==> src/rtl/dma_hs_pkg.sv <==
package dma_hs_pkg;
  localparam int BEAT_W = 4;

  typedef enum logic [1:0] {
    BL_ONE   = 2'b00,
    BL_FOUR  = 2'b01,
    BL_EIGHT = 2'b10,
    BL_RSVD  = 2'b11
  } burst_code_e;

  // words covered by one request; reserved code falls back to one word
  function automatic logic [BEAT_W-1:0] beats_of(input logic [1:0] code);
    case (burst_code_e'(code))
      BL_FOUR:  beats_of = BEAT_W'(4);
      BL_EIGHT: beats_of = BEAT_W'(8);
      default:  beats_of = BEAT_W'(1);
    endcase
  endfunction
endpackage

==> src/rtl/dma_byte_ctr.sv <==
module dma_byte_ctr #(
  parameter int CW         = 16,
  parameter int WORD_BYTES = 2
) (
  input  logic          clk,
  input  logic          rst_n,
  input  logic          load,
  input  logic [CW-1:0] load_val,
  input  logic          fire,
  output logic [CW-1:0] left,
  output logic          final_word
);
  logic [CW-1:0] step;

  // bytes removed by one word, saturating at the remainder
  always_comb step = (left < CW'(WORD_BYTES)) ? left : CW'(WORD_BYTES);

  assign final_word = fire && (left <= CW'(WORD_BYTES));

  always_ff @(posedge clk or negedge rst_n) begin
    if (!rst_n)    left <= '0;
    else if (load) left <= load_val;
    else if (fire) left <= left - step;
  end


  cnt_monotone_chk: assert property (@(posedge clk) disable iff (!rst_n)
    !load |=> left <= $past(left));

  cnt_hold_chk: assert property (@(posedge clk) disable iff (!rst_n)
    (!load && !fire) |=> $stable(left));
endmodule

==> src/rtl/dma_burst_seq.sv <==
module dma_burst_seq
  import dma_hs_pkg::*;
#(
  parameter int BW = BEAT_W
) (
  input  logic       clk,
  input  logic       rst_n,
  input  logic       en,
  input  logic       restart,
  input  logic       fire,
  input  logic       left_nz,
  input  logic       final_word,
  input  logic [1:0] code,
  output logic       req,
  output logic       burst_end
);
  logic [BW-1:0] beat;
  logic [BW-1:0] beats;

  always_comb beats = BW'(beats_of(code));

  assign burst_end = fire && ((beat == beats - 1'b1) || final_word);

  always_ff @(posedge clk or negedge rst_n) begin
    if (!rst_n) begin
      req  <= 1'b0;
      beat <= '0;
    end else if (!en || restart || burst_end) begin
      req  <= 1'b0;
      beat <= '0;
    end else begin
      if (fire)             beat <= beat + 1'b1;
      if (!req && left_nz)  req  <= 1'b1;
    end
  end


  burst_drop_chk: assert property (@(posedge clk) disable iff (!rst_n)
    burst_end |=> !req);

  beat_bound_chk: assert property (@(posedge clk) disable iff (!rst_n)
    fire |-> beat < beats);
endmodule

==> src/rtl/dma_pin_map.sv <==
module dma_pin_map (
  input  logic req_int,
  input  logic en,
  input  logic dack_pin,
  input  logic eot_pin,
  input  logic req_pol,
  input  logic ack_pol,
  input  logic eot_pol,
  output logic dreq_pin,
  output logic ack_act,
  output logic eot_act
);
  logic req_vis;

  assign req_vis  = req_int & en;
  assign dreq_pin = req_pol ? req_vis : ~req_vis;
  assign ack_act  = (dack_pin == ack_pol);
  assign eot_act  = (eot_pin == eot_pol);
endmodule

==> src/rtl/dma_burst_hs.sv <==
module dma_burst_hs
  import dma_hs_pkg::*;
#(
  parameter int CW         = 16,
  parameter int WORD_BYTES = 2
) (
  input  logic          clk,
  input  logic          rst_n,
  input  logic          cfg_wr,
  input  logic          cfg_enable,
  input  logic [1:0]    cfg_burst,
  input  logic          cfg_dir,
  input  logic          cfg_req_pol,
  input  logic          cfg_ack_pol,
  input  logic          cfg_eot_pol,
  input  logic [CW-1:0] cfg_count,
  input  logic          flag_clr,
  input  logic          dack,
  input  logic          eot_in,
  output logic          dreq,
  output logic          buf_rd,
  output logic          buf_wr,
  output logic          xfer_active,
  output logic          done_flag,
  output logic [CW-1:0] bytes_left
);
  logic       en_q, flag_q, dir_q;
  logic       req_pol_q, ack_pol_q, eot_pol_q;
  logic [1:0] burst_q;

  // named internal events
  logic req, burst_end, final_word;
  logic ack_act, eot_act;
  logic fire, term_int, term_ext, start_zero, flag_set;

  assign fire       = en_q && req && ack_act && !cfg_wr;
  assign term_int   = final_word;
  assign term_ext   = en_q && eot_act && !cfg_wr;
  assign start_zero = cfg_wr && cfg_enable && (cfg_count == '0);
  assign flag_set   = start_zero || term_int || term_ext;

  dma_pin_map u_pins (
    .req_int (req),
    .en      (en_q),
    .dack_pin(dack),
    .eot_pin (eot_in),
    .req_pol (req_pol_q),
    .ack_pol (ack_pol_q),
    .eot_pol (eot_pol_q),
    .dreq_pin(dreq),
    .ack_act (ack_act),
    .eot_act (eot_act)
  );

  dma_byte_ctr #(.CW(CW), .WORD_BYTES(WORD_BYTES)) u_ctr (
    .clk       (clk),
    .rst_n     (rst_n),
    .load      (cfg_wr && cfg_enable),
    .load_val  (cfg_count),
    .fire      (fire),
    .left      (bytes_left),
    .final_word(final_word)
  );

  dma_burst_seq u_seq (
    .clk       (clk),
    .rst_n     (rst_n),
    .en        (en_q),
    .restart   (cfg_wr),
    .fire      (fire),
    .left_nz   (bytes_left != '0),
    .final_word(final_word),
    .code      (burst_q),
    .req       (req),
    .burst_end (burst_end)
  );

  always_ff @(posedge clk or negedge rst_n) begin
    if (!rst_n) begin
      en_q      <= 1'b0;
      burst_q   <= 2'b00;
      dir_q     <= 1'b0;
      req_pol_q <= 1'b1;
      ack_pol_q <= 1'b0;
      eot_pol_q <= 1'b0;
    end else if (cfg_wr) begin
      en_q      <= cfg_enable && (cfg_count != '0);
      burst_q   <= cfg_burst;
      dir_q     <= cfg_dir;
      req_pol_q <= cfg_req_pol;
      ack_pol_q <= cfg_ack_pol;
      eot_pol_q <= cfg_eot_pol;
    end else if (term_int || term_ext) begin
      en_q <= 1'b0;
    end
  end

  always_ff @(posedge clk or negedge rst_n) begin
    if (!rst_n) flag_q <= 1'b0;
    else        flag_q <= flag_set || (flag_q && !flag_clr);
  end

  assign buf_rd      = fire && !dir_q;
  assign buf_wr      = fire &&  dir_q;
  assign xfer_active = en_q;
  assign done_flag   = flag_q;


  count_done_chk: assert property (@(posedge clk) disable iff (!rst_n)
    term_int |=> !xfer_active && done_flag);

  eot_stop_chk: assert property (@(posedge clk) disable iff (!rst_n)
    term_ext |=> !xfer_active && done_flag);

  idle_req_chk: assert property (@(posedge clk) disable iff (!rst_n)
    !en_q |-> dreq == !req_pol_q);

  no_req_no_strobe_chk: assert property (@(posedge clk) disable iff (!rst_n)
    !req |-> !buf_rd && !buf_wr);

  one_strobe_chk: assert property (@(posedge clk) disable iff (!rst_n)
    $countones({buf_rd, buf_wr}) <= 1);

  abort_quiet_chk: assert property (@(posedge clk) disable iff (!rst_n)
    (cfg_wr && !cfg_enable && !flag_q) |=> !done_flag && !xfer_active);
endmodule

==> config.mk <==
export PLATFORM = sky130hd
export DESIGN_NAME = dma_burst_hs
export DESIGN_NICKNAME = d
export VERILOG_FILES = /design/src/rtl/dma_hs_pkg.sv /design/src/rtl/dma_byte_ctr.sv /design/src/rtl/dma_burst_seq.sv /design/src/rtl/dma_pin_map.sv /design/src/rtl/dma_burst_hs.sv
export SDC_FILE = /design/constraint.sdc
export NUM_CORES = 1
export LEC_CHECK = 0
export BUFFER_PORTS_ARGS = -buffer_cell sky130_fd_sc_hd__buf_2
export CORE_ASPECT_RATIO = 1.2
export CORE_UTILIZATION = 40
export CTS_BUF_LIST = sky130_fd_sc_hd__clkbuf_2 sky130_fd_sc_hd__clkbuf_4 sky130_fd_sc_hd__clkbuf_8
export DETAILED_ROUTE_END_ITERATION = 10
export GPL_TIMING_DRIVEN = 0
export PLACE_DENSITY = 0.65
export SYNTH_ARGS = -nofsm -noshare
export SYNTH_HDL_FRONTEND = slang
export SYNTH_SLANG_ARGS = --single-unit
==> constraint.sdc <==
create_clock -name clk -period 3.2 [get_ports clk]
set_clock_uncertainty 0.05 [all_clocks]
set_input_delay 0.16 -clock clk [delete_from_list [all_inputs] [get_ports clk]]
set_output_delay 0.16 -clock clk [all_outputs]
set_load 0.05 [all_outputs]
Word level (Yosys, flattened, before mapping). Cells that the tools add are included. W data, S select, Z words.

Reduce and logical (&&, ||, !) cells: 33. Add/sub/neg operators: 3. Magnitude comparators: 2. Mux-type cells: 11. Bitwise logic cells: 2. Equal/unequal tests: 5.

Operators with widths (number): $mux W16 (3); $reduce_bool A16 Y1 (2); $le A16 B2 Y1 const B (1); $logic_not A16 Y1 (1); $lt A16 B2 Y1 const B (1); $sub A16 B16 Y16 (1); $logic_and A1 B1 Y1 (14); $mux W4 (2); $pmux W4 S2 (1); $reduce_bool A2 Y1 (4); $logic_or A1 B1 Y1 (7); $logic_not A1 Y1 (5); $mux W1 (5); $add A4 B1 Y4 const B (1); $eq A4 B4 Y1 (1); $sub A4 B1 Y4 const B (1); $eq A1 B1 Y1 (2); $eq A2 B1 Y1 const B (1); $eq A2 B2 Y1 const B (1); $and A1 B1 Y1 (1); $not A1 Y1 (1).

Register bits: 29. Input bits: 29.

Depth between registers and ports, before layout.
Depth after elaboration: 8. Mapped depth: 9. Gate-level depth less buffers: 9.

By module. Synthesis repeated with hierarchy kept, for this count alone.

Cell total of the unflattened synthesis: 186. Area total of the unflattened synthesis: 1781.7 µm².

Modules (own cells, without submodules): dma_byte_ctr (times used 1, area each 957.2 µm², cells an instance 105); dma_burst_hs (times used 1, area each 434.2 µm², cells an instance 36); dma_burst_seq (times used 1, area each 360.3 µm², cells an instance 41); dma_pin_map (times used 1, area each 30.0 µm², cells an instance 4).

Least setup slack after synthesis. Ideal clock, no wire load.

Path type: register -> register. Start point: register u_ctr.left[7]. End point: register u_ctr.left[6]. Arrival time: 2583 ps. Cell stages (with the launch flop): 10. Slack: 441 ps. Library setup time: 126 ps. Data required time: 3024 ps. Period minus slack after synthesis: 2759 ps. Path through: dfrtp_1 or4_4 nor4_1 nand2_1 nand2b_1 ha_1 and2b_2 nand2_1 nor2_1 a221o_1.

Cells in the longest elaborated chain, start to end: 5.

Ends and longest elaborated chain: start: declaration (line dma_byte_ctr.sv:10) `output logic [CW-1:0] left,`; start signal: assignment (line dma_byte_ctr.sv:22) `else if (load) left <= load_val;`; start signal: assignment (line dma_byte_ctr.sv:23) `else if (fire) left <= left - step;`; $lt A16 B2 Y1 (line dma_byte_ctr.sv:16) `always_comb step = (left < CW'(WORD_BYTES)) ? left : CW'(WORD_BYTES);`; $mux W16 (line dma_byte_ctr.sv:16); $sub A16 B16 Y16 (line dma_byte_ctr.sv:23); $mux W16 (line dma_byte_ctr.sv:23); $mux W16 (line dma_byte_ctr.sv:22).

Every way passes these cells. The select of a mux whose other input is x is not followed. A chain may end at the register's enable or synchronous reset.

Worst setup path after layout.
Start point: register u_ctr.left[6]. End point: register u_ctr.left[6].

Cells in the longest elaborated chain, start to end: 5.

Ends and longest elaborated chain (line): $lt A16 B2 Y1 (dma_byte_ctr.sv:16); $mux W16 (dma_byte_ctr.sv:16); $sub A16 B16 Y16 (*) (dma_byte_ctr.sv:23); $mux W16 (*) (dma_byte_ctr.sv:23); $mux W16 (*) (dma_byte_ctr.sv:22).

Mark *: on every way between the ends. The rest lies on a longest branch, timed or not. The select of a mux whose other input is x is not followed.

==> reports/metrics.csv <==
stage,metric,value,unit
clocking,clk_latency,0.29,ns
worst_hold_path,hp-start,cfg_burst[0],
worst_setup_path,crit_arrival,3.08,ns
synth,synth_area,1680,um2
worst_setup_path,r2r-end,u_ctr.left[6],
placed_design,dpl.hpwl,3.41,mm
cells_and_area,fin_nets,273,
run,drv_cap,0,
worst_setup_path,r2r_cells,9,
cells_and_area,stdcell_area,2100,um2
sta,min_period,2.96,ns
synth,seq_area_frac_synth,43.4,%
placed_design,io_buffers,49,
floorplanning,row_count,25,
route,wire_per_inst,15.7,um
sta,whs,0.0327,ns
power,vdd_drop_max,253,uV
synth,ys_seq_elements,29,
synth,synth_ff_type,dfrtp_1,
floorplanning,io_pins,50,
sta,fin_setup_tns,0,ns
global_route,grtUsageMet1,28.3,%
worst_hold_path,worst_hold_path.endpoint,burst_q[0],
global_route,grt_first_pass_wirelength,7.37,mm
route,num_vias,1673,
sta,maxSlewViolCount,0,
sta,slew_headroom,32.4,%
cells_and_area,drive_gt1_share,29.6,%
floorplanning,fp.dieArea,4460,um2
worst_setup_path,reg2reg_from,u_ctr.left[6],
power,p_leak,0.948,nW
route,avgViaCountPerCell,5.69,
floorplanning,die_y,72.9,um
synth,synthArstFlopShare,100,%
cells_and_area,final_core_util,52.9,%
floorplanning,start_util,42.2,%
route,ant_nets,0,
synth,synth_cells,182,
clocking,cts_inserted_buffers,5,
synth,synth_top_family_by_area,simple AND/OR/NAND/NOR gates,
floorplanning,die_w,61.1,um
route,wl,4.61,mm
sta,fin_crit_sh,92.4,%
synth,synth-simple-area-share,27.2,%
clocking,cts_sinks,29,
cells_and_area,area_growth,25.3,%
sta,worstMarginPinSlew,1.00,ns
cells_and_area,final_common_cell,buf_2,
global_route,grt_pass1_vias,1617,
cells_and_area,nFillCells,398,
worst_hold_path,hp-class,primary input to flop,
cells_and_area,diodes,0,
sta,finalHoldViolations,0,
synth,yosys_warnings,0,
worst_setup_path,r2r_setup_slack,0.24,ns
worst_setup_path,crit_type,flop to flop,
global_route,grt.total_usage,22.9,%
clocking,cts_max_level,2,
route,drc,0,
sta,fmaxAchievable,338,MHz
synth,synthXorXnorAreaFrac,2.61,%
placed_design,dpl-instance-area,1990,um2
synth,synth_fa_ha_area_share,3.73,%
worst_setup_path,crit_path_end_kind,flop,
global_route,gr-total-overflow,0,
synth,synth-edff-count,0,
sta,grt_setup_unrepaired,false,
worst_setup_path,crit_fanout,9,
power,p_per_area,530,nW/um2
cells_and_area,final_cell_mix,"buf_2, dfrtp_1, nand2_1",
route,drt-initial-drc-count,103,
clocking,cts_tree,yes,
worst_setup_path,startpoint_type,flop,
clocking,clock-root-buffer,clkbuf_8,
floorplanning,core,3970,um2
worst_setup_path,worstPathRequired,3.32,ns
worst_hold_path,hold_depth,3,
clocking,clkTransAtPathRegs,0.07,ns
global_route,use_met3,5.32,%
clocking,cts_setup_buffers,0,
synth,syn_avg_cell_area,9.21,um2
synth,synth_compound_area_share,17.8,%
sta,finalSetupViolCount,0,
placed_design,gp_congestion,0.872,
synth,synth_nets,216,
clocking,cts-root-to-sink-buffers,2,
run_status,status,"finished, final reports clean",
global_route,busiest_layer,met2,
global_route,grt_max_degree,30,
route,dr.pass1.iters,4,
synth,ys_types,41,
global_route,grtUsageMet2,37.9,%
synth,synth.area.mux_share,2.69,%
global_route,antenna_found_initial,0,
-- cell type report --
type                       instances  area [um2]  share of cell area, %
buffer                             6        33.8                   1.61
clock buffer                       7        96.3                   4.59
clock inverter                     1        5.00                  0.238
inverter                           2        7.51                  0.357
multi-input combinational        145         908                   43.2
sequential                        29         727                   34.6
tap                               54        67.6                   3.22
timing repair buffer              50         255                   12.2
-- state kept, by name (all words and copies together), names as in the netlist --
signal / flops
done_flag: 1
u_ctr.left: 16
req_pol_q: 1
xfer_active: 1
dir_q: 1
u_seq.req: 1
burst_q: 2
eot_pol_q: 1
u_seq.beat: 4
ack_pol_q: 1
-- synthesized netlist by cell type, types with 3 or more instances --
master / count / area, um2
nand3_1: 10 / 50.1
nor3_1: 4 / 20.0
ha_1: 5 / 62.6
nand2_1: 27 / 101
nor4_1: 11 / 68.8
nor2_1: 9 / 33.8
o21ai_0: 13 / 65.1
a21oi_1: 7 / 35.0
o311ai_0: 8 / 70.1
o211ai_1: 6 / 45.0
nand4_1: 3 / 18.8
xnor2_1: 3 / 26.3
clkbuf_1: 4 / 15.0
dfrtp_1: 28 / 701
mux2_2: 4 / 45.0
or4_1: 4 / 30.0
-- cell families after synthesis --
group                      count (synthesis)
muxes                                      4
and+or+nand+nor                           86
DFF                                       29
AOI/OAI and AO/OA                         44
adders and majority gates                  5
xor gates and xnor gates                   5
other                                      1
buffers and inverters                      8
-- power by group --
part / total (W) / switching [W] / internal, W / leakage (nW)
Combinational: 0.000308 / 0.000212 / 0.0000952 / 0.534
Clock: 0.000340 / 0.000146 / 0.000194 / 0.0542
Sequential: 0.000465 / 0.0000568 / 0.000408 / 0.360
-- timing repair --
item	4_1_cts	5_1_grt
resized for setup	0	0
hold buffers	1	0
hold endpoints to repair	28	0
-- through the flow --
stage | power, W | std cells | setup WS, ns
2_1_floorplan | 0.000677 | 182 | 0.441
3_3_place_gp | 0.000775 | 285 | 0.294
3_5_place_dp | 0.000778 | 285 | 0.291
4_1_cts | 0.00112 | 294 | 0.260
5_1_grt | 0.00116 | 294 | 0.0946
6_report | 0.00111 | 294 | 0.242
-- worst max path at each step --
stage,from,endpoint,slack [ns],cells after the start
2_1_floorplan,u_ctr.left[7],u_ctr.left[6],0.44,9
3_3_place_gp,u_ctr.left[6],u_ctr.left[6],0.29,9
3_5_place_dp,u_ctr.left[6],u_ctr.left[6],0.29,9
4_1_cts,u_ctr.left[6],u_ctr.left[6],0.26,9
5_1_grt,u_ctr.left[6],u_ctr.left[6],0.09,9
6_report,u_ctr.left[6],u_ctr.left[6],0.24,9
-- per-layer routing --
metal	part of all wire [%]	routed length (um)
met5	0	0
met4	2.5	117
met3	5.1	234
met2	51	2340
met1	42	1920
-- critical path, stage by stage, from the launching register on --
cell and delay [ns]:
dfrtp_1 0.48, or4_4 0.59, nor4_1 0.38, nand2_1 0.14
nand2b_1 0.12, ha_1 0.25, and2b_2 0.28, nand2_1 0.23
nor2_1 0.06, a221o_1 0.26
Note: power is estimated with default switching activity, not from simulation.
